<file path="src/rtl/core_halt_pkg.sv">
package core_halt_pkg;

   typedef enum logic [1:0] {
      HS_RUN   = 2'd0,
      HS_DRAIN = 2'd1,
      HS_HOLD  = 2'd2,
      HS_PAUSE = 2'd3
   } hs_state_e;

endpackage

</file>
<file path="src/rtl/hs_period_timer.sv">
module hs_period_timer #(
   parameter int PERIOD = 16
) (
   input  logic clk,
   input  logic rst_n,
   input  logic restart,
   input  logic run,
   output logic tick
);
   localparam int  CNT_W   = (PERIOD > 1) ? $clog2(PERIOD) : 1;
   localparam bit  IS_POW2 = (PERIOD & (PERIOD - 1)) == 0;
   localparam logic [CNT_W-1:0] LAST = CNT_W'(PERIOD - 1);

   logic [CNT_W-1:0] cnt_q;

   assign tick = run && (cnt_q == LAST);

   generate
      if (IS_POW2) begin : g_wrap
         always_ff @(posedge clk or negedge rst_n) begin
            if (!rst_n)       cnt_q <= '0;
            else if (restart) cnt_q <= '0;
            else if (run)     cnt_q <= cnt_q + 1'b1;
         end
      end else begin : g_compare
         always_ff @(posedge clk or negedge rst_n) begin
            if (!rst_n)       cnt_q <= '0;
            else if (restart) cnt_q <= '0;
            else if (run)     cnt_q <= tick ? '0 : cnt_q + 1'b1;
         end
      end
   endgenerate

endmodule

</file>
<file path="src/rtl/hs_seq_fsm.sv">
module hs_seq_fsm
   import core_halt_pkg::*;
(
   input  logic      clk,
   input  logic      rst_n,
   input  logic      lrst_req,
   input  logic      dbg_req,
   input  logic      pipe_empty,
   input  logic      dbg_release,
   output hs_state_e state_q,
   output hs_state_e state_d,
   output logic      enter_hold,
   output logic      leave_hold,
   output logic      enter_pause
);

   always_comb begin
      state_d = state_q;
      unique case (state_q)
         HS_RUN: begin
            if (dbg_req)       state_d = HS_PAUSE;
            else if (lrst_req) state_d = HS_DRAIN;
         end
         HS_DRAIN: begin
            if (pipe_empty)    state_d = HS_HOLD;
         end
         HS_HOLD: begin
            if (!lrst_req)     state_d = HS_RUN;
         end
         HS_PAUSE: begin
            if (dbg_release)   state_d = lrst_req ? HS_DRAIN : HS_RUN;
         end
         default:              state_d = HS_RUN;
      endcase
   end

   assign enter_hold  = (state_q == HS_DRAIN) && (state_d == HS_HOLD);
   assign leave_hold  = (state_q == HS_HOLD)  && (state_d == HS_RUN);
   assign enter_pause = (state_q == HS_RUN)   && (state_d == HS_PAUSE);

   always_ff @(posedge clk or negedge rst_n) begin
      if (!rst_n) state_q <= HS_RUN;
      else        state_q <= state_d;
   end

endmodule

</file>
<file path="src/rtl/core_halt_seq.sv">
module core_halt_seq
   import core_halt_pkg::*;
#(
   parameter int HOLD_PERIOD = 16
) (
   input  logic clk,
   input  logic rst_n,
   input  logic lrst_req,
   input  logic dbg_req,
   input  logic pipe_empty,
   input  logic dbg_release,
   output logic issue_stall,
   output logic rst_taken,
   output logic rst_vec_read,
   output logic restart_fetch,
   output logic brk_redirect,
   output logic dbg_ack
);

   generate
      if (HOLD_PERIOD < 2) begin : g_bad_period
         initial $fatal(1, "core_halt_seq: HOLD_PERIOD must be at least 2");
      end
   endgenerate

   hs_state_e state_q;
   hs_state_e state_d;
   logic      enter_hold;
   logic      leave_hold;
   logic      enter_pause;
   logic      hold_tick;
   logic      repulse;

   hs_seq_fsm u_fsm (
      .clk         (clk),
      .rst_n       (rst_n),
      .lrst_req    (lrst_req),
      .dbg_req     (dbg_req),
      .pipe_empty  (pipe_empty),
      .dbg_release (dbg_release),
      .state_q     (state_q),
      .state_d     (state_d),
      .enter_hold  (enter_hold),
      .leave_hold  (leave_hold),
      .enter_pause (enter_pause)
   );

   hs_period_timer #(.PERIOD(HOLD_PERIOD)) u_timer (
      .clk     (clk),
      .rst_n   (rst_n),
      .restart (enter_hold),
      .run     (state_q == HS_HOLD),
      .tick    (hold_tick)
   );

   // a re-pulse only while the request is still held; an exit on the same edge wins
   assign repulse = hold_tick && lrst_req;

   logic taken_q, restart_q, redirect_q, ack_q;

   always_ff @(posedge clk or negedge rst_n) begin
      if (!rst_n) begin
         taken_q    <= 1'b0;
         restart_q  <= 1'b0;
         redirect_q <= 1'b0;
         ack_q      <= 1'b0;
      end else begin
         taken_q    <= enter_hold | repulse;
         restart_q  <= leave_hold;
         redirect_q <= enter_pause;
         ack_q      <= (state_d == HS_PAUSE);
      end
   end

   assign issue_stall   = !rst_n || (state_q != HS_RUN);
   assign rst_taken     = taken_q;
   assign rst_vec_read  = taken_q;
   assign restart_fetch = restart_q;
   assign brk_redirect  = redirect_q;
   assign dbg_ack       = ack_q;

endmodule

</file>
<file path="config.mk">
export PLATFORM = sky130hd
export DESIGN_NAME = core_halt_seq
export DESIGN_NICKNAME = d
export VERILOG_FILES = /design/src/rtl/core_halt_pkg.sv /design/src/rtl/hs_period_timer.sv /design/src/rtl/hs_seq_fsm.sv /design/src/rtl/core_halt_seq.sv
export SDC_FILE = /design/constraint.sdc
export NUM_CORES = 1
export LEC_CHECK = 0
export ABC_AREA = 1
export BUFFER_PORTS_ARGS = -buffer_cell sky130_fd_sc_hd__buf_4
export CORE_AREA = 2 2 39 41
export DETAILED_ROUTE_END_ITERATION = 10
export DIE_AREA = 0 0 41 43
export GPL_ROUTABILITY_DRIVEN = 1
export PLACE_DENSITY_LB_ADDON = 0.05
export REMOVE_ABC_BUFFERS = 1
export SYNTH_ARGS = -nofsm -noshare
export SYNTH_HDL_FRONTEND = slang
export SYNTH_SLANG_ARGS = --single-unit
</file>
<file path="constraint.sdc">
create_clock -name clk -period 2.3 [get_ports clk]
set_clock_uncertainty 0.1 [all_clocks]
set_input_delay 0.115 -clock clk [delete_from_list [all_inputs] [get_ports clk]]
set_output_delay 0.115 -clock clk [all_outputs]
set_load 0.005 [all_outputs]
</file>
After elaboration in Yosys (flattened, before gate mapping)
Index checks and enable logic that the tools add are counted.
{"block": "classes", "addsub": 1, "eq_ne": 6, "muxes": 9, "bitwise": 1, "n_reduce_logical": 11}
{"cell": "$mux 2", "count": 5}
{"cell": "$eq 2x2->1 const B", "count": 4}
{"cell": "$mux 4", "count": 2}
{"cell": "$pmux 2 s4", "count": 1}
{"cell": "$logic_and 1x1->1", "count": 5}
{"cell": "$add 4x1->4 const B", "count": 1}
{"cell": "$eq 4x4->1 const B", "count": 1}
{"cell": "$logic_not 2->1", "count": 2}
{"cell": "$reduce_bool 2->1", "count": 2}
{"cell": "$eq 2x1->1 const B", "count": 1}
{"cell": "$logic_not 1->1", "count": 1}
{"cell": "$logic_or 1x1->1", "count": 1}
{"cell": "$mux 1", "count": 1}
{"cell": "$or 1x1->1", "count": 1}
{"block": "word_totals", "regBits": 10, "input_bits": 6, "out_inout_bits": 6, "word_cells": 34}

Longest topological paths before layout
Gate-level depths: netlist (run 1).
{"block": "logic_depth", "depth_word": 6, "ltp_mapped": 6, "mapped_depth_nobuf": 6}

Cells and area by module
Synthesis (run 1) repeated with hierarchy kept, for this count alone.
{"block": "hier_totals", "cells_unflattened": 63, "hier_area_um2": 493.0}
{"mod": "hs_period_timer", "instances": 1, "cells_per_inst": 24, "area_each_um2": 200.2, "seq_area_each_um2": 100.1}
{"mod": "hs_seq_fsm", "instances": 1, "cells_per_inst": 25, "area_each_um2": 148.9, "seq_area_each_um2": 50.0}
{"mod": "core_halt_seq", "instances": 1, "cells_per_inst": 14, "area_each_um2": 143.9, "seq_area_each_um2": 100.1}

Least setup slack after synthesis (run 1)
OpenSTA, ideal clock, no wires.
{"block": "synth_path", "path_type": "register to register", "from": "register u_fsm.state_q[1]", "to": "register ack_q (netlist: dbg_ack)", "setup_ps": 118, "arrival_ps": 813, "path_slack_ps": 1269, "stages_incl_launch_ff": 7, "period_less_slack_ps": 1031, "path_cell_list": "dfrtp_1 nand2_1 inv_1 o21ai_1 inv_2 nor2_2 nor2_2"}
{"block": "synth_via", "elab_chain_cells": 4, "word_cells_on_any_way": 11}
{"item": "start, declared", "line": "hs_seq_fsm.sv:10", "source": "output hs_state_e state_q,"}
{"item": "start signal, assigned", "line": "hs_seq_fsm.sv:43", "source": "else state_q <= state_d;"}
{"item": "$mux 2", "line": "hs_seq_fsm.sv:22", "source": "else if (lrst_req) state_d = HS_DRAIN;"}
{"item": "$mux 2", "line": "hs_seq_fsm.sv:21", "source": "if (dbg_req) state_d = HS_PAUSE;"}
{"item": "$pmux 2 s4 *", "line": "hs_seq_fsm.sv:19", "source": "unique case (state_q)"}
{"item": "$eq 2x2->1 *", "line": "core_halt_seq.sv:71", "source": "ack_q <= (state_d == HS_PAUSE);"}
{"item": "end signal, assigned", "line": "core_halt_seq.sv:71"}
{"item": "end, declared", "line": "core_halt_seq.sv:59", "source": "logic taken_q, restart_q, redirect_q, ack_q;"}
Every way passes the cells marked *; elsewhere a longest branch is shown, timed or not.
A chain may end at the register's enable or synchronous reset.

Worst setup path in the final report (run 1)
{"block": "layout_path", "from": "register u_fsm.state_q[0]", "to": "output issue_stall"}
{"block": "layout_via", "elab_chain_cells": 2}
{"item": "$reduce_bool 2->1", "line": "core_halt_seq.sv:75", "source": "assign issue_stall = !rst_n || (state_q != HS_RUN);"}
{"item": "$logic_or 1x1->1", "line": "core_halt_seq.sv:75"}
{"item": "end, declared", "line": "core_halt_seq.sv:12", "source": "output logic issue_stall,"}
No other way between the ends.

==> metrics, run 1 <==
status=finished, final reports clean; Synth cell types=18; vias in the first global route=419; DR iter-0 viols=7; antenna violations before repair=0; R2R setup slack=1.19 ns; Reg area=250.2 sq um; # Post-CTS Setup Buffers=0; PD cells=1192 nW/um^2; commonest non-fill, non-tap cell in the layout=nand2_1; critical path's slowest cell=dfrtp_1; Worst EP arrival=1.08 ns; number of hold buffers added after cts=2; IO buf count=11; delay of the slowest critical-path stage=0.44 ns; core area=1384 sq um; DP Wirelength=714 microns; first-pass detailed-route iteration total=4; GR Overflow Total=0; share of the synthesized area in the top cell type=50.89%; H-tree lvl count=1; CP required=2.09 ns; Worst-Margin Slew=0.2107 ns; DIE AREA=1763 sq um; Syn. warnings=0; clock slew at reported path FFs=0.07 ns; Setup WS pre-CTS=1.198 ns; Area Growth Syn to Fin=27.99%; Lkg Pwr=0.3450 nW; Pwr Total=0.0007504 W; sequential group share of total power=41.0%; drt drc=0; fin worst setup slack=1.009 ns; post-CTS sizing=0; diodes inserted=0; Die Ht=43 microns; maximum capacitance violations=0; Final nets=83; hold wc startpoint=dbg_req; RD Place Congestion=0.7359; CP Cell Sequence=nor2_2 > nand2_1 > buf_4; drt via density=4.556; clk root buf=clkbuf_4; std cell rows=14; synthesized flop and latch total=10; Clock Path Buffers=2; RSZ-0062 raised after global routing=no; Post-Synthesis Cells=59; crit share post-route=56.13%; largest net degree at the start of global routing=12; CP startpoint kind=flip-flop; top post-synthesis cells by area=dfrtp_1 51%, nand2_1 9.2%, inv_1 6.1%; Final ANT Viol Nets=0; Setup TNS Final=0 ns; crit path kind=flip-flop to primary output; RR Startpoint=u_fsm.state_q[1]; CP Capture Type=primary output; CTS tree=done; Psw=0.0003012 W; Final setup viols=0; drt wl/cell=10.06 microns; Overall Global Routing Usage=14.42%; VDD IR-drop max=591.6 uV; Comb power frac=43.9%; Avg Inst Size Synth=8.334 sq um; Layout fillers=144; Power Internal=0.0004492 W; Crit Path Max Fanout=5; clock latency on the worst-skew pair=0.25 ns; Max Clk Rate=774.6 MHz; global-route wire length before repair=1642 microns; Starting Density=35.53%; share of cells above drive strength 1=32.43%; cts bufs inserted=3; Worst Hold Path EP=brk_redirect; Yosys top cell by area=dfrtp_1; clock power share=15.1%; DR vias=410; drt total wl=905 microns; R2R cell count=6; Rel. slew slack=85.96%; Hold Vio Cnt, Final=0; Max Transition Viols Final=0; Syn Std Cell Area=491.7 sq um; footprint of the multi-input gates=188.9 sq um; commonest cells after routing, fill and taps aside=12 x nand2_1, 11 x buf_4, 10 x dfrtp_1; register area share after synthesis=50.89%; reg2reg end=u_fsm.state_q[0]; clk sinks=10; fin crit period=1.291 ns; Worst Hold Depth=3; Die W=41 microns; worst hold path class=primary input to flip-flop; final design utilization=45.48%; I/O Pins=12; sw frac=40.14%
==> state kept, by name, indices dropped and copies added (netlist names) <==
name,flops
dbg_ack,1
restart_fetch,1
u_fsm.state_q,2
u_timer.cnt_q,4
brk_redirect,1
rst_taken,1
==> cell families (layout without fill, tap and decap cells) <==
kind of cell	Yosys count	in the layout	synth area share, %
adders and majority gates	1	1	2.544
AOI/OAI and AO/OA	7	7	7.889
xor gates and xnor gates	1	1	1.781
DFF	10	10	50.89
buffers and inverters	13	28	10.69
and+or+nand+nor	27	27	26.21
==> synth_stat cells <==
master,count
nand2_1,12
dfrtp_1,10
inv_1,8
inv_2,4
nand3_1,4
nor2_1,4
nor2_2,3
nand2_2,2
o21ai_0,2
o21ai_1,2
a21oi_1,1
buf_4,1
ha_1,1
nand3_2,1
nand3b_1,1
o21bai_1,1
o22ai_1,1
xnor2_1,1
==> power groups by stage <==
stage | Sequential [W] | Clock (W) | Combinational [W]
final | 0.000308 | 0.000113 | 0.000329
after global placement | 0.000307 | 0 | 0.000326
after floorplan | 0.000302 | 0 | 0.000227
after detailed placement | 0.000311 | 0 | 0.000329
after CTS | 0.000308 | 0.000117 | 0.000333
after global routing | 0.000319 | 0.000132 | 0.000377
==> layout make-up <==
type | instances | share of cell area, %
Inverter | 12 | 7.157
Multi-Input combinational cell | 36 | 30.02
Sequential cell | 10 | 39.76
Timing Repair Buffer | 13 | 16.30
Tap cell | 16 | 3.181
Clock buffer | 3 | 3.579
==> worst max path at each step <==
stage / from / end / slack (ns) / depth (start not counted)
4_1_cts: u_fsm.state_q[0] / issue_stall / 1.0 / 3
3_5_place_dp: u_fsm.state_q[0] / dbg_ack / 1.20 / 5
3_3_place_gp: u_fsm.state_q[1] / u_fsm.state_q[0] / 1.17 / 6
6_report: u_fsm.state_q[0] / issue_stall / 1.01 / 3
5_1_grt: u_fsm.state_q[0] / issue_stall / 0.94 / 3
2_1_floorplan: u_fsm.state_q[1] / dbg_ack / 1.27 / 6
==> worst max-delay path: cells and delay by family, from the launching register on <==
| family | cells | cell delay [ns] |
|---|---|---|
| flip-flops | 1 | 0.44 |
| buffers and inverters | 1 | 0.13 |
| AND/OR/NAND/NOR | 2 | 0.26 |
==> metal layers <==
metal  vias up  GRT usage [%]  part of all wire, %
met5         -              0                    0
met4         0          4.000                 0.33
met3         2          9.424                  6.9
met2        16          21.25                   48
met1       179          16.67                   45
li1        213              -                    -
==> per-stage QoR <==
step                      area, sq um  std cells  hold slack [ns]
after detailed placement        586.8         85          -0.1426
final                           629.4         90          0.01669
after floorplan                 484.2         58          -0.2806
after global routing            629.4         90          0.01387
after global placement          586.8         85          -0.1441
after CTS                       629.4         90         0.006736
No activity file was read; power rests on OpenSTA's default activity.
==> run 2: changes to the inputs <==
==> constraint.sdc (replaced) <==
create_clock -name clk -period 1.4 [get_ports clk]
set_clock_uncertainty 0.1 [all_clocks]
set_input_delay 0.07 -clock clk [delete_from_list [all_inputs] [get_ports clk]]
set_output_delay 0.07 -clock clk [all_outputs]
set_load 0.005 [all_outputs]
==> run 2 against run 1 <==
  * Via count grew 0.49%
  * Combinational power grew 65%
  * Sequential share of layout area shrank 0.62 points
  * Core utilization grew 0.72 points
  * Wire length grew 5.6%
  * Largest power group unchanged
==> metrics, run 2 (synthesis results as in run 1) <==
I/O Pins=12; dpl cell area=586.8 sq um; Max Clk Rate=799.7 MHz; Post-Layout Cell Count=91; max reg flops=4; Worst EP arrival=1.08 ns; Crit Path Max Fanout=5; crit share post-route=89.32%; Final setup viols=0; IO buf count=11; Starting Density=35.53%; hold wc startpoint=pipe_empty; fin worst setup slack=0.1496 ns; Layout fillers=142; first-pass detailed-route iteration total=4; diodes inserted=0; Hold Vio Cnt, Final=0; Clock Path Buffers=2; Die W=41 microns; Largest regs=u_timer.cnt_q (4), u_fsm.state_q (2); maximum capacitance violations=0; GR Overflow Total=0; Final ANT Viol Nets=0; crit path kind=flip-flop to primary output; drt total wl=956 microns; RD Place Congestion=0.7359; Rel. slew slack=86.19%; DP Wirelength=714 microns; largest net degree at the start of global routing=12; commonest cells after routing, fill and taps aside=12 x nand2_1, 11 x buf_4, 10 x dfrtp_1; cts bufs inserted=3; worst hold path class=primary input to flip-flop; Setup TNS Final=0 ns; Worst Hold Depth=3; RR Startpoint=u_fsm.state_q[0]; core area=1384 sq um; clock slew at reported path FFs=0.06 ns; global-route wire length before repair=1690 microns; R2R setup slack=0.29 ns; PD cells=1933 nW/um^2; drt via density=4.527; Final Hold Slack=0.008844 ns; Worst Hold Path EP=rst_taken; number of hold buffers added after cts=3; CP startpoint kind=flip-flop; R2R cell count=5; Overall Global Routing Usage=14.82%; VDD IR-drop max=976.5 uV; CP required=1.23 ns; Area Growth Syn to Fin=30.03%; vias in the first global route=420; Max Transition Viols Final=0; Reg area=250.2 sq um; placed cell count=85; fin crit period=1.250 ns; Lkg Pwr=0.3491 nW; clock latency on the worst-skew pair=0.25 ns; post-CTS sizing=0; drt drc=0; clk sinks=10; clk root buf=clkbuf_4; DR iter-0 viols=9; register with the highest flop count=u_timer.cnt_q; Setup WS pre-CTS=0.2978 ns; H-tree lvl count=1; DIE AREA=1763 sq um; commonest non-fill, non-tap cell in the layout=nand2_1; CP Capture Type=primary output; Worst-Margin Slew=0.2071 ns; share of cells above drive strength 1=32.00%; antenna violations before repair=0; Die Ht=43 microns; Final Instance Area=639.4 sq um; drt wl/cell=10.51 microns; status=finished, final reports clean; std cell rows=14; DR vias=412; footprint of the multi-input gates=188.9 sq um; reg2reg end=dbg_ack; Final nets=84; CTS tree=done; RSZ-0062 raised after global routing=no; # Post-CTS Setup Buffers=0
-- run 2: cell count changes in the layout (fill, tap and decap cells not counted) --
| cell | change |
|---|---|
| dlygate4sd3_1 | +1 |
-- run 2: area by class of cell --
class                           instances  area share [%]
Sequential cell                        10           39.14
Tap cell                               16           3.131
Multi-Input combinational cell         36           29.55
Inverter                               12           7.045
Timing Repair Buffer                   14           17.61
Clock buffer                            3           3.523
-- run 2: routing by layer --
layer / vias to the layer above / global-route usage (%) / share of wire [%] / wire [microns]
li1: 215 / - / - / -
met1: 181 / 17.33 / 43 / 410
met2: 16 / 21.88 / 50 / 477
met3: 0 / 9.424 / 7.1 / 68
met4: 0 / 4.000 / 0 / 0
met5: - / 0 / 0 / 0
-- run 2: metrics by stage --
step	power [W]	util, %
4_1_cts	0.001248	46.20
5_1_grt	0.001364	46.20
6_report	0.001236	46.20
3_5_place_dp	0.001051	42.41
2_1_floorplan	0.0008694	-
3_3_place_gp	0.001041	42.41
-- run 2: where the power goes --
part           total (W)  leakage (nW)  internal [W]  switching [W]
clock network   0.000186        0.0138     0.0000986      0.0000872
registers       0.000506         0.128      0.000401       0.000105
logic           0.000544         0.207      0.000240       0.000304
total            0.00124         0.349      0.000740       0.000496
-- run 2: worst max-delay path by stage --
| stage | from | endpoint | slack [ns] | depth (start not counted) |
|---|---|---|---|---|
| after floorplan | u_fsm.state_q[1] | dbg_ack | 0.37 | 6 |
| after global placement | u_fsm.state_q[1] | u_fsm.state_q[0] | 0.27 | 6 |
| after detailed placement | u_fsm.state_q[0] | dbg_ack | 0.30 | 5 |
| after CTS | u_fsm.state_q[0] | issue_stall | 0.14 | 3 |
| after global routing | u_fsm.state_q[0] | issue_stall | 0.08 | 3 |
| final | u_fsm.state_q[0] | issue_stall | 0.15 | 3 |
-- run 2: worst max-delay path: stages (launching register included) --
cell and delay, ns:
dfrtp_1 0.44, nor2_2 0.19, nand2_1 0.07, buf_4 0.13
